<file path="src/rtl/bcdclk_pkg.sv">
package bcdclk_pkg;

    localparam int NUM_FIELDS = 8;
    localparam int FIELD_IDX_W = $clog2(NUM_FIELDS);

    // field indices, in carry order
    localparam logic [FIELD_IDX_W-1:0] FLD_HUND  = 3'd0;
    localparam logic [FIELD_IDX_W-1:0] FLD_SEC   = 3'd1;
    localparam logic [FIELD_IDX_W-1:0] FLD_MIN   = 3'd2;
    localparam logic [FIELD_IDX_W-1:0] FLD_HOUR  = 3'd3;
    localparam logic [FIELD_IDX_W-1:0] FLD_DAY   = 3'd4;
    localparam logic [FIELD_IDX_W-1:0] FLD_DATE  = 3'd5;
    localparam logic [FIELD_IDX_W-1:0] FLD_MONTH = 3'd6;
    localparam logic [FIELD_IDX_W-1:0] FLD_YEAR  = 3'd7;

    // one full set of calendar fields, only the implemented bits
    typedef struct packed {
        logic [7:0] hund;
        logic [6:0] sec;
        logic [6:0] min;
        logic [6:0] hour;   // [6] 12h mode, [5] PM or tens bit, [4:0] BCD
        logic [2:0] day;
        logic [5:0] date;
        logic [4:0] month;
        logic [7:0] year;
    } cal_t;

    localparam cal_t CAL_RESET = '{hund: 8'h00, sec: 7'h00, min: 7'h00,
                                   hour: 7'h00, day: 3'd1, date: 6'h01,
                                   month: 5'h01, year: 8'h00};

    function automatic logic [7:0] bcd_inc(input logic [7:0] v);
        if (v[3:0] == 4'd9) return {v[7:4] + 4'd1, 4'd0};
        return {v[7:4], v[3:0] + 4'd1};
    endfunction

    // last BCD date of a month, leap when the year is divisible by 4
    function automatic logic [5:0] month_last(input logic [4:0] m, input logic [7:0] y);
        logic [6:0] ybin;
        ybin = 7'(y[7:4]) * 7'd10 + 7'(y[3:0]);
        case (m)
            5'h02:                      return (ybin[1:0] == 2'b00) ? 6'h29 : 6'h28;
            5'h04, 5'h06, 5'h09, 5'h11: return 6'h30;
            default:                    return 6'h31;
        endcase
    endfunction

    function automatic logic [7:0] get_field(input cal_t c, input logic [FIELD_IDX_W-1:0] f);
        case (f)
            FLD_HUND:  return c.hund;
            FLD_SEC:   return {1'b0, c.sec};
            FLD_MIN:   return {1'b0, c.min};
            FLD_HOUR:  return {1'b0, c.hour};
            FLD_DAY:   return {5'b0, c.day};
            FLD_DATE:  return {2'b0, c.date};
            FLD_MONTH: return {3'b0, c.month};
            default:   return c.year;
        endcase
    endfunction

    function automatic cal_t set_field(input cal_t c, input logic [FIELD_IDX_W-1:0] f,
                                       input logic [7:0] v);
        cal_t r;
        r = c;
        case (f)
            FLD_HUND:  r.hund  = v;
            FLD_SEC:   r.sec   = v[6:0];
            FLD_MIN:   r.min   = v[6:0];
            FLD_HOUR:  r.hour  = v[6:0];
            FLD_DAY:   r.day   = v[2:0];
            FLD_DATE:  r.date  = v[5:0];
            FLD_MONTH: r.month = v[4:0];
            default:   r.year  = v;
        endcase
        return r;
    endfunction

endpackage

</file>
<file path="src/rtl/bcdclk_tod_step.sv">
module bcdclk_tod_step
    import bcdclk_pkg::*;
(
    input  logic       step_i,
    input  cal_t       cur_i,
    output logic [7:0] hund_o,
    output logic [6:0] sec_o,
    output logic [6:0] min_o,
    output logic [6:0] hour_o,
    output logic       sec_wrap_o,
    output logic       day_carry_o
);

    logic [7:0] hund_inc, sec_inc, min_inc, h12_inc, h24_inc;
    logic       hund_last, sec_last, min_last, hour_last;
    logic       c_sec, c_min, c_hour;
    logic [6:0] hour_nxt;
    logic       pm;

    always_comb begin
        hund_inc = bcd_inc(cur_i.hund);
        sec_inc  = bcd_inc({1'b0, cur_i.sec});
        min_inc  = bcd_inc({1'b0, cur_i.min});
        h12_inc  = bcd_inc({3'b0, cur_i.hour[4:0]});
        h24_inc  = bcd_inc({2'b0, cur_i.hour[5:0]});
        pm       = cur_i.hour[5];

        hund_last = (cur_i.hund == 8'h99);
        sec_last  = (cur_i.sec == 7'h59);
        min_last  = (cur_i.min == 7'h59);

        if (cur_i.hour[6]) begin
            hour_last = (cur_i.hour[4:0] == 5'h11) && pm;
            if (cur_i.hour[4:0] == 5'h12)      hour_nxt = {1'b1, pm, 5'h01};
            else if (cur_i.hour[4:0] == 5'h11) hour_nxt = {1'b1, ~pm, 5'h12};
            else                               hour_nxt = {1'b1, pm, h12_inc[4:0]};
        end else begin
            hour_last = (cur_i.hour[5:0] == 6'h23);
            hour_nxt  = hour_last ? 7'h00 : {1'b0, h24_inc[5:0]};
        end

        c_sec  = step_i && hund_last;
        c_min  = c_sec && sec_last;
        c_hour = c_min && min_last;

        hund_o      = step_i ? (hund_last ? 8'h00 : hund_inc) : cur_i.hund;
        sec_o       = c_sec  ? (sec_last ? 7'h00 : sec_inc[6:0]) : cur_i.sec;
        min_o       = c_min  ? (min_last ? 7'h00 : min_inc[6:0]) : cur_i.min;
        hour_o      = c_hour ? hour_nxt : cur_i.hour;
        sec_wrap_o  = c_min;
        day_carry_o = c_hour && hour_last;
    end

endmodule

</file>
<file path="src/rtl/bcdclk_date_step.sv">
module bcdclk_date_step
    import bcdclk_pkg::*;
(
    input  logic       step_i,
    input  cal_t       cur_i,
    output logic [2:0] day_o,
    output logic [5:0] date_o,
    output logic [4:0] month_o,
    output logic [7:0] year_o
);

    logic [7:0] date_inc, month_inc, year_inc;
    logic       date_last, month_last_q, year_last;
    logic       c_month, c_year;

    always_comb begin
        date_inc  = bcd_inc({2'b0, cur_i.date});
        month_inc = bcd_inc({3'b0, cur_i.month});
        year_inc  = bcd_inc(cur_i.year);

        date_last    = (cur_i.date == month_last(cur_i.month, cur_i.year));
        month_last_q = (cur_i.month == 5'h12);
        year_last    = (cur_i.year == 8'h99);

        c_month = step_i && date_last;
        c_year  = c_month && month_last_q;

        if (step_i) day_o = (cur_i.day == 3'd7) ? 3'd1 : cur_i.day + 3'd1;
        else        day_o = cur_i.day;

        date_o  = step_i  ? (date_last ? 6'h01 : date_inc[5:0]) : cur_i.date;
        month_o = c_month ? (month_last_q ? 5'h01 : month_inc[4:0]) : cur_i.month;
        year_o  = c_year  ? (year_last ? 8'h00 : year_inc) : cur_i.year;
    end

endmodule

</file>
<file path="src/rtl/bcd_calclock.sv">
module bcd_calclock
    import bcdclk_pkg::*;
#(
    parameter int ADDR_W = 6
) (
    input  logic              clk,
    input  logic              rst_n,
    input  logic              tick_100hz,
    input  logic              wr_en,
    input  logic [ADDR_W-1:0] addr,
    input  logic [7:0]        wr_data,
    output logic [7:0]        rd_data,
    output logic              sec_roll
);

    localparam logic [ADDR_W-1:0] AD_HUND  = ADDR_W'(8'h00);
    localparam logic [ADDR_W-1:0] AD_SEC   = ADDR_W'(8'h01);
    localparam logic [ADDR_W-1:0] AD_MIN   = ADDR_W'(8'h02);
    localparam logic [ADDR_W-1:0] AD_HOUR  = ADDR_W'(8'h04);
    localparam logic [ADDR_W-1:0] AD_DAY   = ADDR_W'(8'h06);
    localparam logic [ADDR_W-1:0] AD_DATE  = ADDR_W'(8'h08);
    localparam logic [ADDR_W-1:0] AD_MONTH = ADDR_W'(8'h09);
    localparam logic [ADDR_W-1:0] AD_YEAR  = ADDR_W'(8'h0A);
    localparam logic [ADDR_W-1:0] AD_CMD   = ADDR_W'(8'h0B);

    typedef struct packed {
        cal_t                  int_cal;   // running counters
        cal_t                  vis_cal;   // host view
        logic [NUM_FIELDS-1:0] pend;      // written while frozen
        logic                  te;
        logic                  osc_off;
        logic                  sec_roll;
    } state_t;

    localparam state_t ST_RESET = '{int_cal: CAL_RESET, vis_cal: CAL_RESET,
                                    pend: '0, te: 1'b1, osc_off: 1'b1,
                                    sec_roll: 1'b0};

    state_t st_q, st_d;

    logic                   step;
    logic                   fld_hit;
    logic [FIELD_IDX_W-1:0] fld_idx;
    logic [7:0]             hund_n;
    logic [6:0]             sec_n, min_n, hour_n;
    logic                   sec_wrap, day_carry;
    logic [2:0]             day_n;
    logic [5:0]             date_n;
    logic [4:0]             month_n;
    logic [7:0]             year_n;

    assign step = tick_100hz && !st_q.osc_off;

    bcdclk_tod_step u_tod (
        .step_i      (step),
        .cur_i       (st_q.int_cal),
        .hund_o      (hund_n),
        .sec_o       (sec_n),
        .min_o       (min_n),
        .hour_o      (hour_n),
        .sec_wrap_o  (sec_wrap),
        .day_carry_o (day_carry)
    );

    bcdclk_date_step u_date (
        .step_i  (day_carry),
        .cur_i   (st_q.int_cal),
        .day_o   (day_n),
        .date_o  (date_n),
        .month_o (month_n),
        .year_o  (year_n)
    );

    // address to field index
    always_comb begin
        fld_hit = 1'b1;
        fld_idx = FLD_HUND;
        case (addr)
            AD_HUND:  fld_idx = FLD_HUND;
            AD_SEC:   fld_idx = FLD_SEC;
            AD_MIN:   fld_idx = FLD_MIN;
            AD_HOUR:  fld_idx = FLD_HOUR;
            AD_DAY:   fld_idx = FLD_DAY;
            AD_DATE:  fld_idx = FLD_DATE;
            AD_MONTH: fld_idx = FLD_MONTH;
            AD_YEAR:  fld_idx = FLD_YEAR;
            default:  fld_hit = 1'b0;
        endcase
    end

    // next state
    always_comb begin
        st_d = st_q;

        st_d.int_cal.hund  = hund_n;
        st_d.int_cal.sec   = sec_n;
        st_d.int_cal.min   = min_n;
        st_d.int_cal.hour  = hour_n;
        st_d.int_cal.day   = day_n;
        st_d.int_cal.date  = date_n;
        st_d.int_cal.month = month_n;
        st_d.int_cal.year  = year_n;
        st_d.sec_roll      = sec_wrap;

        if (wr_en && fld_hit) begin
            st_d.vis_cal = set_field(st_d.vis_cal, fld_idx, wr_data);
            if (st_q.te) st_d.int_cal = set_field(st_d.int_cal, fld_idx, wr_data);
            else         st_d.pend[fld_idx] = 1'b1;
            if (fld_idx == FLD_MONTH) st_d.osc_off = wr_data[7];
        end else if (wr_en && addr == AD_CMD) begin
            st_d.te = wr_data[7];
            if (wr_data[7] && !st_q.te) begin
                for (int f = 0; f < NUM_FIELDS; f++) begin
                    if (st_q.pend[f])
                        st_d.int_cal = set_field(st_d.int_cal, FIELD_IDX_W'(f),
                                                 get_field(st_q.vis_cal, FIELD_IDX_W'(f)));
                end
                st_d.pend = '0;
            end
        end

        if (step && st_q.te) st_d.vis_cal = st_d.int_cal;
    end

    always_ff @(posedge clk or negedge rst_n) begin
        if (!rst_n) st_q <= ST_RESET;
        else        st_q <= st_d;
    end

    // host read path
    always_comb begin
        rd_data = 8'h00;
        if (fld_hit) rd_data = get_field(st_q.vis_cal, fld_idx);
        if (fld_hit && fld_idx == FLD_MONTH) rd_data[7] = st_q.osc_off;
        if (addr == AD_CMD) rd_data = {st_q.te, 7'b0};
    end

    assign sec_roll = st_q.sec_roll;

endmodule

</file>
<file path="config.mk">
export PLATFORM = sky130hd
export DESIGN_NAME = bcd_calclock
export DESIGN_NICKNAME = d
export VERILOG_FILES = /design/src/rtl/bcdclk_pkg.sv /design/src/rtl/bcdclk_tod_step.sv /design/src/rtl/bcdclk_date_step.sv /design/src/rtl/bcd_calclock.sv
export SDC_FILE = /design/constraint.sdc
export NUM_CORES = 1
export LEC_CHECK = 0
export BUFFER_PORTS_ARGS = -buffer_cell sky130_fd_sc_hd__buf_2
export CAP_MARGIN = 20
export CORE_ASPECT_RATIO = 1.2
export CORE_UTILIZATION = 32
export DETAILED_ROUTE_END_ITERATION = 8
export PLACE_DENSITY = 0.48
export SLEW_MARGIN = 20
export SYNTH_ARGS = -nofsm -noshare
export SYNTH_HDL_FRONTEND = slang
export SYNTH_SLANG_ARGS = --single-unit
</file>
<file path="constraint.sdc">
create_clock -name clk -period 3.4 [get_ports clk]
set_input_delay 0.68 -clock clk [delete_from_list [all_inputs] [get_ports clk]]
set_output_delay 0.68 -clock clk [all_outputs]
set_load 0.03 [all_outputs]
</file>
Yosys cells after proc, flatten, opt, wreduce, memory -nomap -nowiden. Cells that the tools add are included.

Input bits: 18. Logic and storage cells: 211. Bits in registers: 113.

Multipliers: 1. $add $sub $neg: 17. Reduce and logical (&&, ||, !) cells: 43. Eq/ne operators: 38. Bitwise gates (word level): 3. Muxes and demuxes: 87. Order comparisons: 2.

Operators by type and width (count): $mux 51 (7); $mux 8 (18); $mux 7 (17); $mux 6 (10); $pmux 8 s7 (1); $mux 43 (1); $mux 5 (8); $add 4x1->4 const B (9); $mux 36 (1); $mux 29 (1); $eq 4x4->1 const B (7); $eq 6x4->1 const B (4); $mux 22 (1); $pmux 3 s7 (1); $eq 5x5->1 const B (4); $reduce_and 2->1 (10); $reduce_bool 2->1 (10); $mux 19 (1); $eq 8x8->1 const B (2); $eq 7x7->1 const B (2); $logic_and 1x1->1 (14); $mux 13 (1); $eq 3x3->1 const B (4); $eq 6x3->1 const B (2); 33 further kinds (55).

Depth between registers and ports, before layout. Gate-level depths: netlist (run 1).

Depth after elaboration: 21. Gate-level depth with buffers: 13.

Modules after synthesis. Synthesis (run 1) repeated with hierarchy kept, for this count alone.

Cells, all modules: 919. Area, all modules: 8410.6 µm².

Modules (own cells, without submodules): bcd_calclock (cells each 658, instances 1, area each 6662.6 µm², sequential area each 2837.7 µm²); bcdclk_tod_step (cells each 143, instances 1, area each 979.7 µm², sequential area each 0.0 µm²); bcdclk_date_step (cells each 118, instances 1, area each 768.2 µm², sequential area each 0.0 µm²).

Least setup slack after synthesis (run 1). Ideal clock, no wire load.

Kind: input port to output port. From: input port addr[0]. To: output port rd_data[3]. Stages on the path: 6. Setup slack: -0.122 ns. Data arrival time: 2.842 ns. Path through: clkbuf_1 > clkinv_1 > o2111ai_1 > clkbuf_1 > a22oi_1 > a221oi_1.

Longest elaborated chain between the ends: 6. Elaborated cells on any way between the ends: 22. Classes of those cells: 14 x eq/ne; 5 x mux; 3 x reduce/logical.

RTL lines: start: declaration (RTL line bcd_calclock.sv:10) `input logic [ADDR_W-1:0] addr,`; $eq 6x4->1 (tied with other cells) (RTL line bcd_calclock.sv:78) `case (addr)`; $pmux 3 s7 (RTL line bcd_calclock.sv:78); $eq 3x3->1 (tied with other cells) (RTL line bcdclk_pkg.sv:49) `case (f)`; $pmux 8 s7 (RTL line bcdclk_pkg.sv:49); $mux 8 (RTL line bcd_calclock.sv:133) `if (fld_hit) rd_data = get_field(st_q.vis_cal, fld_idx);`; $mux 8 * (RTL line bcd_calclock.sv:135) `if (addr == AD_CMD) rd_data = {st_q.te, 7'b0};`; end: declaration (RTL line bcd_calclock.sv:12) `output logic [7:0] rd_data,`.

Every way passes the cells marked *; elsewhere a longest branch is shown, timed or not.

==> results of run 1 <==
[registers in the layout (all words and copies together), names as in the netlist]
name and cells:
st_q 112, sec_roll 1
[where the power goes]
| part | total [W] | switching, W | internal (W) | leakage (nW) |
|---|---|---|---|---|
| Sequential | 0.00194 | 0.000329 | 0.00161 | 1.41 |
| Clock | 0.00170 | 0.000636 | 0.00107 | 0.272 |
| Combinational | 0.00111 | 0.000633 | 0.000481 | 2.66 |
| Total | 0.00476 | 0.00160 | 0.00316 | 4.34 |
[worst register-to-register path, stage by stage (launching register included)]
cell	delay, ns
dfrtp_1	0.44
ha_1	0.24
nand4b_1	0.20
or4_4	0.62
clkinv_8	0.07
nand4_4	0.10
or4_1	0.64
or4b_4	0.55
nand3_2	0.11
a21oi_1	0.05
o22ai_1	0.19
[how the worst max path moves through the flow]
stage	end	startpoint	slack [ns]	cells past startpoint
floorplan	rd_data[5]	addr[0]	0.13	6
finish	st_q[69]	st_q[105]	0.11	10
global placement	st_q[17]	tick_100hz	0.006	10
global route	st_q[23]	st_q[110]	-0.03	12
CTS	st_q[23]	st_q[105]	0.08	10
detailed placement	st_q[23]	tick_100hz	-0.10	10
[area by class of cell]
type	count	area, um2	share of cell area
Clock inverter	9	95.1	0.0101
Multi-Input combinational cell	778	4870	0.519
Tap cell	325	407	0.0433
Sequential cell	113	2840	0.302
Inverter	27	114	0.0121
Clock buffer	23	448	0.0477
Timing Repair Buffer	83	611	0.0651
[metal layers]
metal	global-route usage	vias to the layer above	share of wire
li1	-	3693	-
met1	0.290	3743	0.45
met2	0.384	172	0.49
met3	0.0299	48	0.030
met4	0.0864	0	0.032
met5	0	-	0
[cell usage in the layout (no fill, tap or decap), types with 15 or more instances in the layout]
cell	n
nor2_1	100
buf_4	54
a21o_1	32
buf_2	25
ha_1	22
mux2i_1	61
a21oi_1	79
nand2_1	107
clkbuf_16	17
nand3_1	36
nand2b_1	15
dfrtp_1	105
nor3_1	29
inv_1	25
o21ai_0	96
[through the flow]
stage	std cells	setup slack (ns)	hold slack [ns]	util	TNS [ns]
after floorplan	983	0.128	0.384	-	0
after global placement	1326	0.00572	0.463	0.358	0
after detailed placement	1326	-0.103	0.479	0.358	-0.282
after CTS	1358	0.0784	0.325	0.380	0
after global routing	1358	-0.0258	0.339	0.380	-0.0362
final	1358	0.109	0.300	0.380	0
[what timing repair did]
item                       in CTS  in global routing
setup endpoints to repair       1                  5
gates cloned                    0                  0
gates resized for setup         1                  4
[kinds of logic (layout without fill, tap and decap cells)]
group	Yosys count	count (layout)	synth area share
flip-flops	113	113	0.353
buffers and inverters	92	142	0.0459
AO/OA/AOI/OAI	328	328	0.261
adder cells (fa/ha/maj)	22	22	0.0342
multiplexers	66	66	0.0830
XOR/XNOR	5	5	0.00545
AND/OR/NAND/NOR	357	357	0.217
==> qor.yml, run 1 <==
rows: 63
synth_fp_nets: 1023
min_period_ns: 3.29
max_freq_mhz: 304
root_buffer: "clkbuf_16"
synth_enable_flop_cells: 0
skew_ns: 0.0133
relSlewSlack: 0.501
reg2reg_slack_ns: 0.11
yosys.area.top_type: "dfrtp_1"
finalHoldViolations: 0
ys_seq_area_frac: 0.353
syn_area_um2: 8040
remaining_drc_errors: 0
h-tree-depth: 4
slew_violations: 0
synth_top_area_frac: 0.327
synth_area_leaders: "dfrtp_1 33%, mux2i_1 7.6%, o21ai_0 6.0%"
synthTopCellsByCount: "108 x nand2_1, 105 x dfrtp_1, 101 x nor2_1, 97 x o21ai_0, 79 x a21oi_1"
cpPeakStageDelay_ns: 0.64
synth_cells: 983
place.gp.congestion: 0.874
grt_max_degree: 59
critPathKind: "reg -> reg"
synth.most_common_cell: "nand2_1"
worstReg2RegStart: "st_q[105]"
cp_num_buf_inv: 1
start_kind: "flip-flop"
hp-class: "in -> async"
total_power_w: 0.00476
cp.required_ns: 3.73
drive_above_1_share: 0.142
numPortBuffers: 26
antenna_left: 0
synth_area_per_cell_um2: 8.18
detail_route.vias_per_cell: 5.64
fin_crit_sh: 0.968
async_flop_share: 1.00
grt_overflow: 0
grt_usage: 0.226
numClockSinks: 113
drt_wl_total_mm: 28.0
ys_ff_latch: 113
fill_cells: 2547
powerDensity_nw_per_um2: 507
clkTransAtPathRegs_ns: 0.06
outcome: "complete, no violations"
cts_made_buffers: 17
design_area_um2: 9380
first_global_vias: 7596
drt_iter0_drc: 530
die_y_um: 176
slowest_stage: "or4_1"
clock_latency_ns: 0.42
cts_setup_buffers: 0
die-area_um2: 25800
r2r_cells: 10
placed_area_um2: 8820
die_w_um: 147
cp-end-kind: "flip-flop"
cts_buffer_depth: 2
nets: 1060
p_leak_nw: 4.34
rsz0062_at_grt: "yes"
worst_slew_pin_slew_ns: 0.746
crit_family: "simple AND/OR/NAND/NOR gates"
setup_violations: 0
ctsHoldBuffers: 0
yosysWarnings: 0
synthDistinctLibCells: 84
ios: 27
dr.pass1.iters: 5
route.vias.total: 7656
syn2layout_area_growth_pct: 16.7
antenna_found_initial: 0
core_area_um2: 24700
cts_tree: "built"
worstPathMaxFanout: 5
ir_drop_mv: 0.341
cp_data_arrival_time_ns: 3.62
cap_violations: 0
synth_ff_type: "dfrtp_1"
grt_pass1_wl_mm: 44.3
cp_cell_sequence: "ha_1, nand4b_1, or4_4, clkinv_8, nand4_4, or4_1, or4b_4, nand3_2, a21oi_1, o22ai_1"
initial_utilization: 0.326
dp.final_hpwl_mm: 20.4
wire_per_inst_um: 20.6
n_antenna_cell: 0
timing.rr.end: "st_q[69]"
Note: power is estimated with default switching activity, not from simulation.
==> run 2: changes to the inputs <==
- CAP_MARGIN: 20 -> unset
- CORE_MARGIN: unset -> 4
==> run 2 against run 1 <==
Against the previous run: critical path depth is 3 lower; count of clock-buffer cells in the layout fell by 1; via count fell by 0.33%; sequential share of layout area down 0.32 points; flip-flop and latch count is the same; sequential power about the same; total power grew 6.6%; non-clock buffer count down 1; core utilization increased by 0.28 points; routed wire length is 2.0% lower; cell area is 1.1% higher; clock skew decreased by 0.0026 ns; highest routed layer unchanged.
==> qor.yml, run 2 (same netlist as run 1, synthesis figures left out) <==
worstPathMaxFanout: 7
cp_data_arrival_time_ns: 2.59
die_y_um: 182
dr.pass1.iters: 7
die-area_um2: 27700
grt_overflow: 0
relSlewSlack: 0.449
finalHoldViolations: 0
first_global_vias: 7388
worst_slew_pin_slew_ns: 0.824
skew_ns: 0.0107
cap_violations: 0
n_antenna_cell: 0
layout_common_cells: "107 x nand2_1, 105 x dfrtp_1, 100 x nor2_1, 97 x o21ai_0, 79 x a21oi_1"
cts_buffer_depth: 2
cp_cell_sequence: "buf_2, or4_1, o2111ai_1, buf_4, a22oi_1, a221oi_2, buf_2"
syn2layout_area_growth_pct: 18.0
hp-class: "in -> async"
detail_route.vias_per_cell: 5.63
setup_violations: 0
dp.final_hpwl_mm: 20.1
total_power_w: 0.00507
core_area_um2: 24800
grt_pass1_wl_mm: 43.5
ios: 27
largest_register: "st_q"
slowest_stage: "or4_1"
outcome: "complete, no violations"
grt_max_degree: 52
h-tree-depth: 4
max_freq_mhz: 305
drive_above_1_share: 0.148
fin_crit_sh: 0.963
largest_register_ff_count: 112
initial_utilization: 0.325
crit_path_frequent_cell: "buf_2"
powerDensity_nw_per_um2: 534
root_buffer: "clkbuf_16"
ir_drop_mv: 0.235
p_leak_nw: 4.39
rows: 63
nets: 1059
grt_usage: 0.199
min_period_ns: 3.27
drt_wl_total_mm: 27.4
slew_violations: 0
start_kind: "input port"
fin_hold_ws_ns: 0.307
cts_tree: "built"
clkTransAtPathRegs_ns: 0.05
clock_latency_ns: 0.42
numClockSinks: 113
antenna_left: 0
final_common_cell: "nand2_1"
place.gp.congestion: 0.860
cpPeakStageDelay_ns: 0.52
drt_iter0_drc: 616
route.vias.total: 7631
remaining_drc_errors: 0
fin_util: 0.383
numPortBuffers: 26
cp.required_ns: 2.72
antenna_found_initial: 0
critPathKind: "in -> out"
cts_made_buffers: 17
cp-end-kind: "primary output"
wire_per_inst_um: 20.2
die_w_um: 153
cts_setup_buffers: 0
rsz0062_at_grt: "no"
run 2: changes by cell type in the layout (fill, tap and decap cells not counted), sizes merged:
cell      delta
buf          -1
bufinv       +3
clkbuf       -1
clkinv       -5
clkinvlp     +1
inv          +1
run 2: area by class of cell:
type | instances | area [um2]
clock inverters | 9 | 176
flip-flops and latches | 113 | 2840
fillers | 2585 | 15300
repair buffers | 82 | 578
well taps | 325 | 407
inverters | 27 | 114
clock buffers | 22 | 484
multi-input cells | 778 | 4890
run 2: per-layer routing:
layer / routed length (um) / track usage / share of wire / vias up
met4: 828 / 0.0713 / 0.030 / 0
li1: - / - / - / 3694
met2: 13000 / 0.334 / 0.47 / 238
met1: 12300 / 0.261 / 0.45 / 3651
met3: 1340 / 0.0327 / 0.049 / 48
met5: 0 / 0 / 0 / -
run 2: path summary, 6_finish.rpt:
path | start | to | slack [ns] | depth (start not counted)
worst max register to register | st_q[110] | st_q[17] | 0.20 | 11
worst min-delay path | rst_n | st_q[64] | 0.31 | 1
worst min register to register | st_q[3] | st_q[3] | 0.49 | 2
max in group asynchronous | rst_n | st_q[81] | 2.28 | 2
worst max-delay path | addr[1] | rd_data[3] | 0.13 | 7
min in group clk | st_q[3] | st_q[3] | 0.49 | 2
run 2: worst max-delay path, delay by kind of cell:
family	cells	cell delay, ns
simple gates	1	0.52
buf+inv	3	0.63
compound gates	3	0.74
run 2: metrics by stage:
step | setup WS [ns] | setup TNS [ns] | area [um2] | instances
2_1_floorplan | 0.128 | 0 | 8050 | 983
3_3_place_gp | 0.0278 | 0 | 8790 | 1325
3_5_place_dp | -0.0265 | -0.0391 | 8790 | 1325
4_1_cts | 0.0107 | 0 | 9450 | 1356
5_1_grt | 0.0162 | 0 | 9480 | 1356
6_report | 0.126 | 0 | 9480 | 1356
run 2: what timing repair did:
action / 4_1_cts / 5_1_grt
hold endpoints to repair: 0 / 0
hold buffers: 0 / 0
resized for setup: 0 / 7
endpoints found under the setup margin: 0 / 17
run 2: report_power, final:
part	internal [W]	switching (W)	leakage (nW)
clock network	0.00137	0.000654	0.323
registers	0.00161	0.000328	1.41
logic	0.000479	0.000623	2.65
==> run 3: changes to the inputs <==
- CORE_MARGIN: 4 -> 2
- SYNTH_HIERARCHICAL: unset -> 1
==> run 3 against run 2 <==
Against the previous run: cell area up 5.4%; non-clock buffer count is 23 higher; sequential share of layout area shrank 1.5 points; area after synthesis increased by 4.6%; via count decreased by 0.68%; global-route usage increased by 1.8 points; clock power decreased by 6%; worst setup slack worse by 0.033 ns; die area is 0.47% lower; critical path type unchanged; critical endpoint is now rd_data[0]; register-to-register slack got worse by 0.08 ns.
==> qor.yml, run 3 <==
clkTransAtPathRegs_ns: 0.06
dr.pass1.iters: 5
final_common_cell: "mux2i_1"
ys_seq_area_frac: 0.337
powerDensity_nw_per_um2: 558
n_antenna_cell: 0
drive_above_1_share: 0.223
die_w_um: 152
remaining_drc_errors: 0
core_area_um2: 26100
synth_area_leaders: "dfrtp_1 31%, mux2i_1 14%, a21oi_1 3.9%"
ys_ff_latch: 113
relSlewSlack: 0.352
placed_area_um2: 9260
cts_made_buffers: 17
grt_max_degree: 44
largest_register_ff_count: 112
worst_slew_pin_slew_ns: 0.971
skew_ns: 0.0111
place.gp.congestion: 0.881
largest_register: "st_q"
r2r_cells: 13
numClockSinks: 113
first_global_vias: 7611
rows: 65
slew_violations: 0
cp.required_ns: 2.72
initial_utilization: 0.322
ios: 27
syn_area_um2: 8410
cap_violations: 0
synthTopCellsByCount: "114 x mux2i_1, 105 x dfrtp_1, 70 x nand2_1, 65 x a21oi_1, 52 x nor2_1"
drt_iter0_drc: 549
critPathKind: "in -> out"
synth_ff_type: "dfrtp_1"
die_y_um: 182
placed_cells: 1279
synth_fp_nets: 955
cp-end-kind: "primary output"
design_area_um2: 9990
setup_violations: 0
max_freq_mhz: 302
cts_tree: "built"
synth_enable_flop_cells: 0
route.vias.total: 7579
synth_top_area_frac: 0.312
start_kind: "input port"
synth_area_per_cell_um2: 9.15
yosysWarnings: 6
yosys.area.top_type: "dfrtp_1"
syn2layout_area_growth_pct: 18.8
fin_hold_ws_ns: 0.185
nets: 1008
clock_latency_ns: 0.44
drt_wl_total_mm: 29.4
synth_cells: 919
ir_drop_mv: 0.356
die-area_um2: 27600
fin_cells: 1320
outcome: "complete, no violations"
hp-class: "in -> async"
root_buffer: "clkbuf_16"
synthDistinctLibCells: 85
finalSetupTns_ns: 0
grt_pass1_wl_mm: 46.6
h-tree-depth: 4
antenna_found_initial: 0
cp-startpoint: "addr[5]"
cp_data_arrival_time_ns: 2.63
p_leak_nw: 4.22
dp.final_hpwl_mm: 21.2
worstReg2RegStart: "st_q[110]"
synth.most_common_cell: "mux2i_1"
min_period_ns: 3.31
async_flop_share: 1.00
fin_util: 0.383
fin_crit_sh: 0.972
wire_per_inst_um: 22.3
antenna_left: 0
grt_usage: 0.218
finalHoldViolations: 0
cts_buffer_depth: 2
detail_route.vias_per_cell: 5.74
grt_overflow: 0
worstPathMaxFanout: 8
layout_common_cells: "113 x mux2i_1, 104 x dfrtp_1, 77 x buf_4, 69 x nand2_1, 64 x a21oi_1"
numPortBuffers: 26
[run 3: final timing paths]
kind,slack (ns),endpoint
max in group asynchronous,2.42,st_q[2]
max reg2reg,0.12,st_q[12]
min,0.19,sec_roll
min reg2reg,0.49,st_q[5]
max,0.09,rd_data[0]
min in group clk,0.49,st_q[5]
[run 3: cell families after synthesis]
logic type,count (synthesis),synth area share
compound gates,287,0.240
simple gates,271,0.181
mux,130,0.157
flops,113,0.337
buf+inv,90,0.0472
fa+ha+maj,18,0.0268
xor+xnor,10,0.0104
[run 3: final cells by class]
type	instances	area, um2
sequential	113	2840
timing repair buffer	105	746
clock inverter	10	134
tap	335	419
multi-input combinational	716	5310
clock buffer	22	474
fill	2628	16100
inverter	19	71.3
[run 3: metrics by stage]
stage                     setup WS (ns)  power, W
after global routing            -0.0240   0.00591
final                            0.0938   0.00558
after floorplan                 -0.0113   0.00311
after detailed placement        -0.0836   0.00364
after CTS                        0.0421   0.00556
after global placement           0.0112   0.00362
[run 3: worst max-delay path, stage by stage]
cell and delay, ns:
buf_2 0.15, or4b_2 0.75, nor2_2 0.28, a22oi_1 0.15, a31oi_1 0.35, buf_2 0.27
[run 3: timing repair]
item                       4_1_cts  5_1_grt
hold endpoints to repair         0        0
hold buffers                     0        0
setup endpoints to repair        0       15
resized for setup                0       19
buffers inserted                 0        9
[run 3: layer usage]
metal | part of all wire | vias to the layer above | track usage
met2 | 0.49 | 208 | 0.367
met4 | 0.023 | 0 | 0.0740
met1 | 0.45 | 3753 | 0.286
met3 | 0.041 | 43 | 0.0332
li1 | - | 3575 | -
met5 | 0 | - | 0
[run 3: power by group]
| group | leakage, nW | internal [W] | total (W) | switching, W |
|---|---|---|---|---|
| clock network | 0.296 | 0.00121 | 0.00190 | 0.000699 |
| registers | 1.31 | 0.00174 | 0.00219 | 0.000450 |
| logic | 2.62 | 0.000725 | 0.00149 | 0.000761 |
